==> src/rtl/atcmd_pkg.sv <==
// Package: shared state encoding and special byte codes of the AT sequencer.
// Assumes: the script ROM uses these codes as string and list delimiters.
package atcmd_pkg;

    typedef enum logic [1:0] {
        ST_IDLE  = 2'd0,
        ST_SEND  = 2'd1,
        ST_HOLD  = 2'd2,
        ST_GUARD = 2'd3
    } seq_state_e;

    localparam logic [7:0] CH_TERM = 8'h00;  // end of one string
    localparam logic [7:0] CH_END  = 8'hFF;  // end of the whole script
    localparam logic [7:0] CH_CR   = 8'h0D;  // line terminator for commands
    localparam logic [7:0] CH_PLUS = 8'h2B;  // escape character

endpackage

==> src/rtl/atcmd_rom.sv <==
// Module: atcmd_rom
// Holds the fixed command script as bytes. The escape string comes first.
// Each string ends with CH_TERM, and the list ends with CH_END.
// Assumes: the address never goes past the CH_END entry. Locations past it
// read as CH_END, so a runaway address still stops the script.
module atcmd_rom
    import atcmd_pkg::*;
#(
    parameter int ADDR_W = 5
) (
    input  logic [ADDR_W-1:0] addr_i,
    output logic [7:0]        data_o
);

    localparam int DEPTH = 1 << ADDR_W;

    // Combinational lookup of one script byte.
    always_comb begin
        data_o = CH_END;
        if (int'(addr_i) < DEPTH) begin
            case (int'(addr_i))
                0:  data_o = CH_PLUS;
                1:  data_o = CH_PLUS;
                2:  data_o = CH_PLUS;
                3:  data_o = CH_TERM;
                4:  data_o = "A";
                5:  data_o = "T";
                6:  data_o = "A";
                7:  data_o = "P";
                8:  data_o = "1";
                9:  data_o = CH_TERM;
                10: data_o = "A";
                11: data_o = "T";
                12: data_o = "W";
                13: data_o = "R";
                14: data_o = CH_TERM;
                15: data_o = "A";
                16: data_o = "T";
                17: data_o = "C";
                18: data_o = "N";
                19: data_o = CH_TERM;
                default: data_o = CH_END;
            endcase
        end
    end

endmodule

==> src/rtl/atcmd_guard_timer.sv <==
// Module: atcmd_guard_timer
// A down-counter for the silent gap after the escape string. A load pulse
// sets it to CYCLES. It then counts down by one each clock, and expired_o
// is high whenever the count is zero.
// Assumes: CYCLES >= 1 and below the module's three-second silence limit.
module atcmd_guard_timer #(
    parameter int CYCLES = 50_000_000
) (
    input  logic clk,
    input  logic rst_n,
    input  logic load_i,
    output logic expired_o
);

    localparam int CW = $clog2(CYCLES + 1);
    localparam logic [CW-1:0] LOAD_VAL = CW'(CYCLES);

    logic [CW-1:0] cnt_q;

    // Load on request, otherwise count down to zero and stay there.
    always_ff @(posedge clk) begin
        if (!rst_n) begin
            cnt_q <= '0;
        end else if (load_i) begin
            cnt_q <= LOAD_VAL;
        end else if (cnt_q != '0) begin
            cnt_q <= cnt_q - 1'b1;
        end
    end

    assign expired_o = (cnt_q == '0);

    // a running count only ever steps down by one.
    a_r5_count_steps_down: assert property (@(posedge clk) disable iff (!rst_n)
        (!load_i && cnt_q != '0) |=> (cnt_q == $past(cnt_q) - 1'b1));

    // a load always starts a full guard window.
    a_r5_load_full: assert property (@(posedge clk) disable iff (!rst_n)
        load_i |=> (cnt_q == LOAD_VAL));

endmodule

==> src/rtl/atcmd_sequencer.sv <==
// Module: atcmd_sequencer (top)
// Plays the ROM script into a byte-wide UART transmitter. It sends the
// escape string, waits out the guard time, then sends each command with a
// carriage return in place of the string terminator. Every byte costs one
// valid strobe, and it is issued only after tx_ready_i has been seen high.
// Assumes: once the transmitter accepts a byte it drops tx_ready_i on the
// clock after the strobe. The one-clock HOLD state covers that delay.
module atcmd_sequencer
    import atcmd_pkg::*;
#(
    parameter int GUARD_CYCLES = 50_000_000,
    parameter int ROM_AW       = 5
) (
    input  logic       clk,
    input  logic       rst_n,
    input  logic       start_i,
    input  logic       tx_ready_i,
    output logic [7:0] tx_data_o,
    output logic       tx_valid_o,
    output logic       done_o
);

    seq_state_e        state_q;
    logic [ROM_AW-1:0] addr_q;
    logic              esc_q;       // still inside the escape string
    logic              load_q;      // one-clock guard timer load
    logic [7:0]        rom_byte;
    logic              guard_over;

    atcmd_rom #(
        .ADDR_W (ROM_AW)
    ) u_rom (
        .addr_i (addr_q),
        .data_o (rom_byte)
    );

    atcmd_guard_timer #(
        .CYCLES (GUARD_CYCLES)
    ) u_guard (
        .clk       (clk),
        .rst_n     (rst_n),
        .load_i    (load_q),
        .expired_o (guard_over)
    );

    // Sequencing FSM: walks the ROM, paces against ready, raises done.
    always_ff @(posedge clk) begin
        if (!rst_n) begin
            state_q    <= ST_IDLE;
            addr_q     <= '0;
            esc_q      <= 1'b0;
            load_q     <= 1'b0;
            tx_valid_o <= 1'b0;
            tx_data_o  <= '0;
            done_o     <= 1'b0;
        end else begin
            tx_valid_o <= 1'b0;
            load_q     <= 1'b0;
            case (state_q)
                ST_IDLE: begin
                    if (start_i) begin
                        addr_q  <= '0;
                        esc_q   <= 1'b1;
                        done_o  <= 1'b0;
                        state_q <= ST_SEND;
                    end
                end
                ST_SEND: begin
                    if (tx_ready_i) begin
                        if (rom_byte == CH_END) begin
                            done_o  <= 1'b1;
                            state_q <= ST_IDLE;
                        end else if (rom_byte == CH_TERM) begin
                            addr_q <= addr_q + 1'b1;
                            if (esc_q) begin
                                esc_q   <= 1'b0;
                                load_q  <= 1'b1;
                                state_q <= ST_GUARD;
                            end else begin
                                tx_data_o  <= CH_CR;
                                tx_valid_o <= 1'b1;
                                state_q    <= ST_HOLD;
                            end
                        end else begin
                            tx_data_o  <= rom_byte;
                            tx_valid_o <= 1'b1;
                            addr_q     <= addr_q + 1'b1;
                            state_q    <= ST_HOLD;
                        end
                    end
                end
                ST_HOLD: begin
                    state_q <= ST_SEND;
                end
                ST_GUARD: begin
                    if (!load_q && guard_over) begin
                        state_q <= ST_SEND;
                    end
                end
                default: state_q <= ST_IDLE;
            endcase
        end
    end

    // a strobe never lasts longer than one clock.
    a_r3_single_strobe: assert property (@(posedge clk) disable iff (!rst_n)
        tx_valid_o |=> !tx_valid_o);

    // every strobe follows a clock in which ready was high.
    a_r4_ready_gate: assert property (@(posedge clk) disable iff (!rst_n)
        tx_valid_o |-> $past(tx_ready_i));

    // the line stays quiet during the guard wait.
    a_r5_guard_quiet: assert property (@(posedge clk) disable iff (!rst_n)
        (state_q == ST_GUARD) |-> !tx_valid_o);

    // done is only ever shown in idle.
    a_r7_done_idle: assert property (@(posedge clk) disable iff (!rst_n)
        done_o |-> (state_q == ST_IDLE));

    // a start seen while running does not rewind the script.
    a_r8_start_ignored: assert property (@(posedge clk) disable iff (!rst_n)
        (start_i && state_q != ST_IDLE) |=> (addr_q >= $past(addr_q)));

endmodule

==> config.mk <==
export PLATFORM = sky130hd
export DESIGN_NAME = atcmd_sequencer
export DESIGN_NICKNAME = d
export VERILOG_FILES = /design/src/rtl/atcmd_pkg.sv /design/src/rtl/atcmd_rom.sv /design/src/rtl/atcmd_guard_timer.sv /design/src/rtl/atcmd_sequencer.sv
export SDC_FILE = /design/constraint.sdc
export NUM_CORES = 1
export LEC_CHECK = 0
export ABC_AREA = 1
export BUFFER_PORTS_ARGS = -buffer_cell sky130_fd_sc_hd__buf_4
export CAP_MARGIN = 20
export CORE_ASPECT_RATIO = 0.75
export CORE_UTILIZATION = 35
export CTS_CLUSTER_SIZE = 24
export DETAILED_ROUTE_END_ITERATION = 10
export SYNTH_ARGS = -nofsm -noshare
export SYNTH_HDL_FRONTEND = slang
export SYNTH_HIERARCHICAL = 1
export SYNTH_SLANG_ARGS = --single-unit
==> constraint.sdc <==
create_clock -name clk -period 5 [get_ports clk]
set_input_delay 0.25 -clock clk [delete_from_list [all_inputs] [get_ports clk]]
set_output_delay 0.25 -clock clk [all_outputs]
set_load 0.05 [all_outputs]
==> results.md <==
* Maximum vdd ir drop at 0.419 mV
* Worst skew pair latency at 0.28 ns
* Hold Crit Class: in2reg
* Overall Global Routing Usage at 0.162
* Req. time, crit path at 5.22 ns
* Hold endpoint: esc_q
* Cts-stage hold buffer count at 0
* Initial antenna violation count at 0
* Routed WL at 6.61 mm
* Max_slew headroom at 0.522
* Vias in the first global route at 2378
* Share of cells above drive strength 1 at 0.195
* Core area at 8090 µm²
* Setup violators final at 0
* P per Cell Area at 726 nW/µm²
* Syn_nets at 446
* TritonCTS clock tree: built
* HPWL after detailed placement at 5.05 mm
* Total CTS buffers at 5
* Routed len/inst at 12.0 µm
* Static Leak at 1.56 nW
* Post-synthesis cell type count at 32
* Power after layout at 2.41 mW
* Clock Path Buffers at 2
* Placed Area at 3150 µm²
* Setup crit start: addr_q[0]
* I/O pins at 14
* Flop2flop setup slack at 2.60 ns
* Synth Register Bits at 45
* Clock transition at path regs at 0.06 ns
* Largest net degree at the start of global routing at 24
* Crit. End Element: flop
* Achievable Freq at 416 MHz
* Initial Utilization at 0.372
* DR DRC count at 0
* Data arrival, critical path at 2.62 ns
* H-tree depth at 2
* CTS resizes at 0
* Max Slew Vio Count at 0
* Mapped Area at 3010 µm²
* Via count at 2622
* Post-route ant nets at 0
* Worst-path maximum fanout at 9
* TNS Setup at 0 ns
* Synth Instances at 434
* R2R Path Start: addr_q[0]
* Initial DRC count at 193
* Final Instance Area at 3330 µm²
* Grt ovf at 0
* Die ar. at 8980 µm²
* Reg2reg end: tx_data_o[2]
* Slowest cell on crit path: dfxtp_1
* Hold_sp: rst_n
* DRT Pass-1 Iters at 4
* Nets at 457
* Clk_skew at 0.00529 ns
* Chip width at 109 µm
* Fin crit share at 0.480
* Yosys warning total at 6
* Syn-to-layout area delta at 10.5%
* Sequential share of the synthesized area at 0.299
* RePlAce Congestion at 0.895
* Worst-Margin Slew at 0.717 ns
* Hold depth at 3
* Status: finished clean
* First-pass GRT wire length at 11.2 mm
* Row Count at 28
* CTS root buffer: clkbuf_16
* Min Tclk post-route at 2.40 ns
* Crit path launch type: flop
* CP Class: reg2reg
* Count of max-cap constraint violations at 0
* Syn_area_per_cell at 6.94 µm²
* DR vias/cell at 4.76
* CTS Sinks at 45
* Min Hold Slack at 0.281 ns
* Reg2Reg Depth at 15
* Crit-path max cell delay at 0.51 ns
* Port Buf Inserts at 13
* Post-CTS setup buffers at 0
* RSZ-0062 raised after global routing: no
* Final Hold Fails at 0
* Antenna Cells at 0
* Die height at 82.3 µm
* Crit-path cells: inv_1, ha_1, nor2_1, nand2_1, nand2_1, nor2_1, nor2_1, nand2_1, nor2_1, nand2_1, nand3_4, nor2_1, nand2_1, nand2_1, nor2_1
-- routing by layer --
metal  vias to the layer above  part of all wire  routed length, µm  track usage
met2                        32              0.40               2640        0.231
met5                         -                 0                  0            0
met3                         2             0.033                218       0.0432
li1                       1382                 -                  -            -
met1                      1206              0.56               3710        0.240
met4                         0            0.0062                 41       0.0378
-- how the worst max path moves through the flow --
| stage | end | slack, ns | depth (start not counted) |
|---|---|---|---|
| 4_1_cts | tx_data_o[2] | 2.59 | 15 |
| 3_5_place_dp | tx_data_o[4] | 2.60 | 15 |
| 6_report | tx_data_o[2] | 2.60 | 15 |
| 3_3_place_gp | tx_data_o[2] | 2.73 | 15 |
| 2_1_floorplan | tx_data_o[1] | 3.02 | 15 |
| 5_1_grt | tx_data_o[6] | 2.31 | 15 |
-- sequential cells by signal, indices dropped and copies added (netlist names) --
name,count
addr_q,5
u_guard/cnt_q,26
tx_valid_o,1
esc_q,1
load_q,1
done_o,1
state_q,2
tx_data_o,8
-- cell families (layout without fill, tap and decap cells) --
family                   after synthesis  after routing  share of synthesized area
AO/OA/AOI/OAI                         37             37                     0.0719
XOR/XNOR                              13             13                     0.0378
adder cells (fa/ha/maj)                8              8                     0.0333
buffers and inverters                 59             71                     0.0927
flip-flops                            45             45                      0.299
AND/OR/NAND/NOR                      272            272                      0.465
-- critical path, delay by kind of cell, from the launching register on --
family	cells	cell delay (ns)
adders and majority gates	1	0.37
and+or+nand+nor	13	1.29
DFF	1	0.51
buffers and inverters	1	0.18
-- final cells by class --
| cell class | count | area (µm²) |
|---|---|---|
| Sequential cell | 45 | 901 |
| Multi-Input combinational cell | 330 | 1830 |
| Clock inverter | 1 | 30.0 |
| Inverter | 50 | 193 |
| Clock buffer | 7 | 143 |
| Tap cell | 105 | 131 |
| Fill cell | 829 | 4770 |
| Timing Repair Buffer | 13 | 97.6 |
-- power by group --
part	switching, mW	internal, mW
registers	0.121	0.472
clock network	0.132	0.250
logic	0.955	0.486
total	1.21	1.21
-- cell usage after synthesis --
cell,number,area share
nand3_4,1,0.0058
o21ai_2,1,0.0029
nor2_8,5,0.033
nand4_1,7,0.015
a21o_1,3,0.0075
ha_1,8,0.033
dfxtp_1,45,0.30
nor2_2,17,0.035
a21oi_1,17,0.028
nand2_2,7,0.015
nand2_4,3,0.011
inv_2,7,0.0087
nor2_4,7,0.026
o21ai_1,7,0.012
buf_6,5,0.019
nor3_2,1,0.0033
nor3_1,1,0.0017
inv_4,2,0.0042
inv_1,41,0.051
nand2_1,96,0.12
nor2_1,81,0.10
nand3_1,35,0.058
xor2_1,7,0.020
xnor2_1,6,0.017
nand3_2,10,0.033
a21oi_2,5,0.015
dlygate4sd1_1,1,0.0029
nand4_4,1,0.0071
clkbuf_1,2,0.0025
a31oi_1,1,0.0021
clkbuf_8,1,0.0046
o21ai_0,3,0.0050
-- placed cells by master (no fill, tap or decap) --
| cell | netlist | layout |
|---|---|---|
| nand4_4 | 1 | 1 |
| inv_4 | 2 | 2 |
| a31oi_1 | 1 | 1 |
| a21o_1 | 3 | 3 |
| inv_1 | 41 | 41 |
| nand3_2 | 10 | 10 |
| xor2_1 | 7 | 7 |
| xnor2_1 | 6 | 6 |
| inv_2 | 7 | 7 |
| clkbuf_8 | 1 | 1 |
| nand2_2 | 7 | 7 |
| clkbuf_1 | 2 | 1 |
| nand3_1 | 35 | 35 |
| nor3_2 | 1 | 1 |
| nand2_4 | 3 | 3 |
| buf_4 | 0 | 13 |
| bufinv_16 | 0 | 1 |
| nor2_1 | 81 | 81 |
| nand3_4 | 1 | 1 |
| clkbuf_16 | 0 | 5 |
| dfxtp_1 | 45 | 45 |
| nor2_8 | 5 | 5 |
| a21oi_2 | 5 | 5 |
| a21oi_1 | 17 | 17 |
| nand4_1 | 7 | 7 |
| o21ai_0 | 3 | 3 |
| nor3_1 | 1 | 1 |
| nor2_2 | 17 | 17 |
| o21ai_1 | 7 | 7 |
| nand2_1 | 96 | 96 |
| ha_1 | 8 | 8 |
| nor2_4 | 7 | 7 |
| o21ai_2 | 1 | 1 |
-- per-stage QoR --
stage / setup WS [ns] / instances / util
final: 2.60 / 551 / 0.411
after detailed placement: 2.60 / 543 / 0.390
after CTS: 2.59 / 551 / 0.411
after global placement: 2.73 / 543 / 0.390
after floorplan: 3.02 / 434 / -
after global routing: 2.31 / 551 / 0.411
No activity file was read; power rests on OpenSTA's default activity.
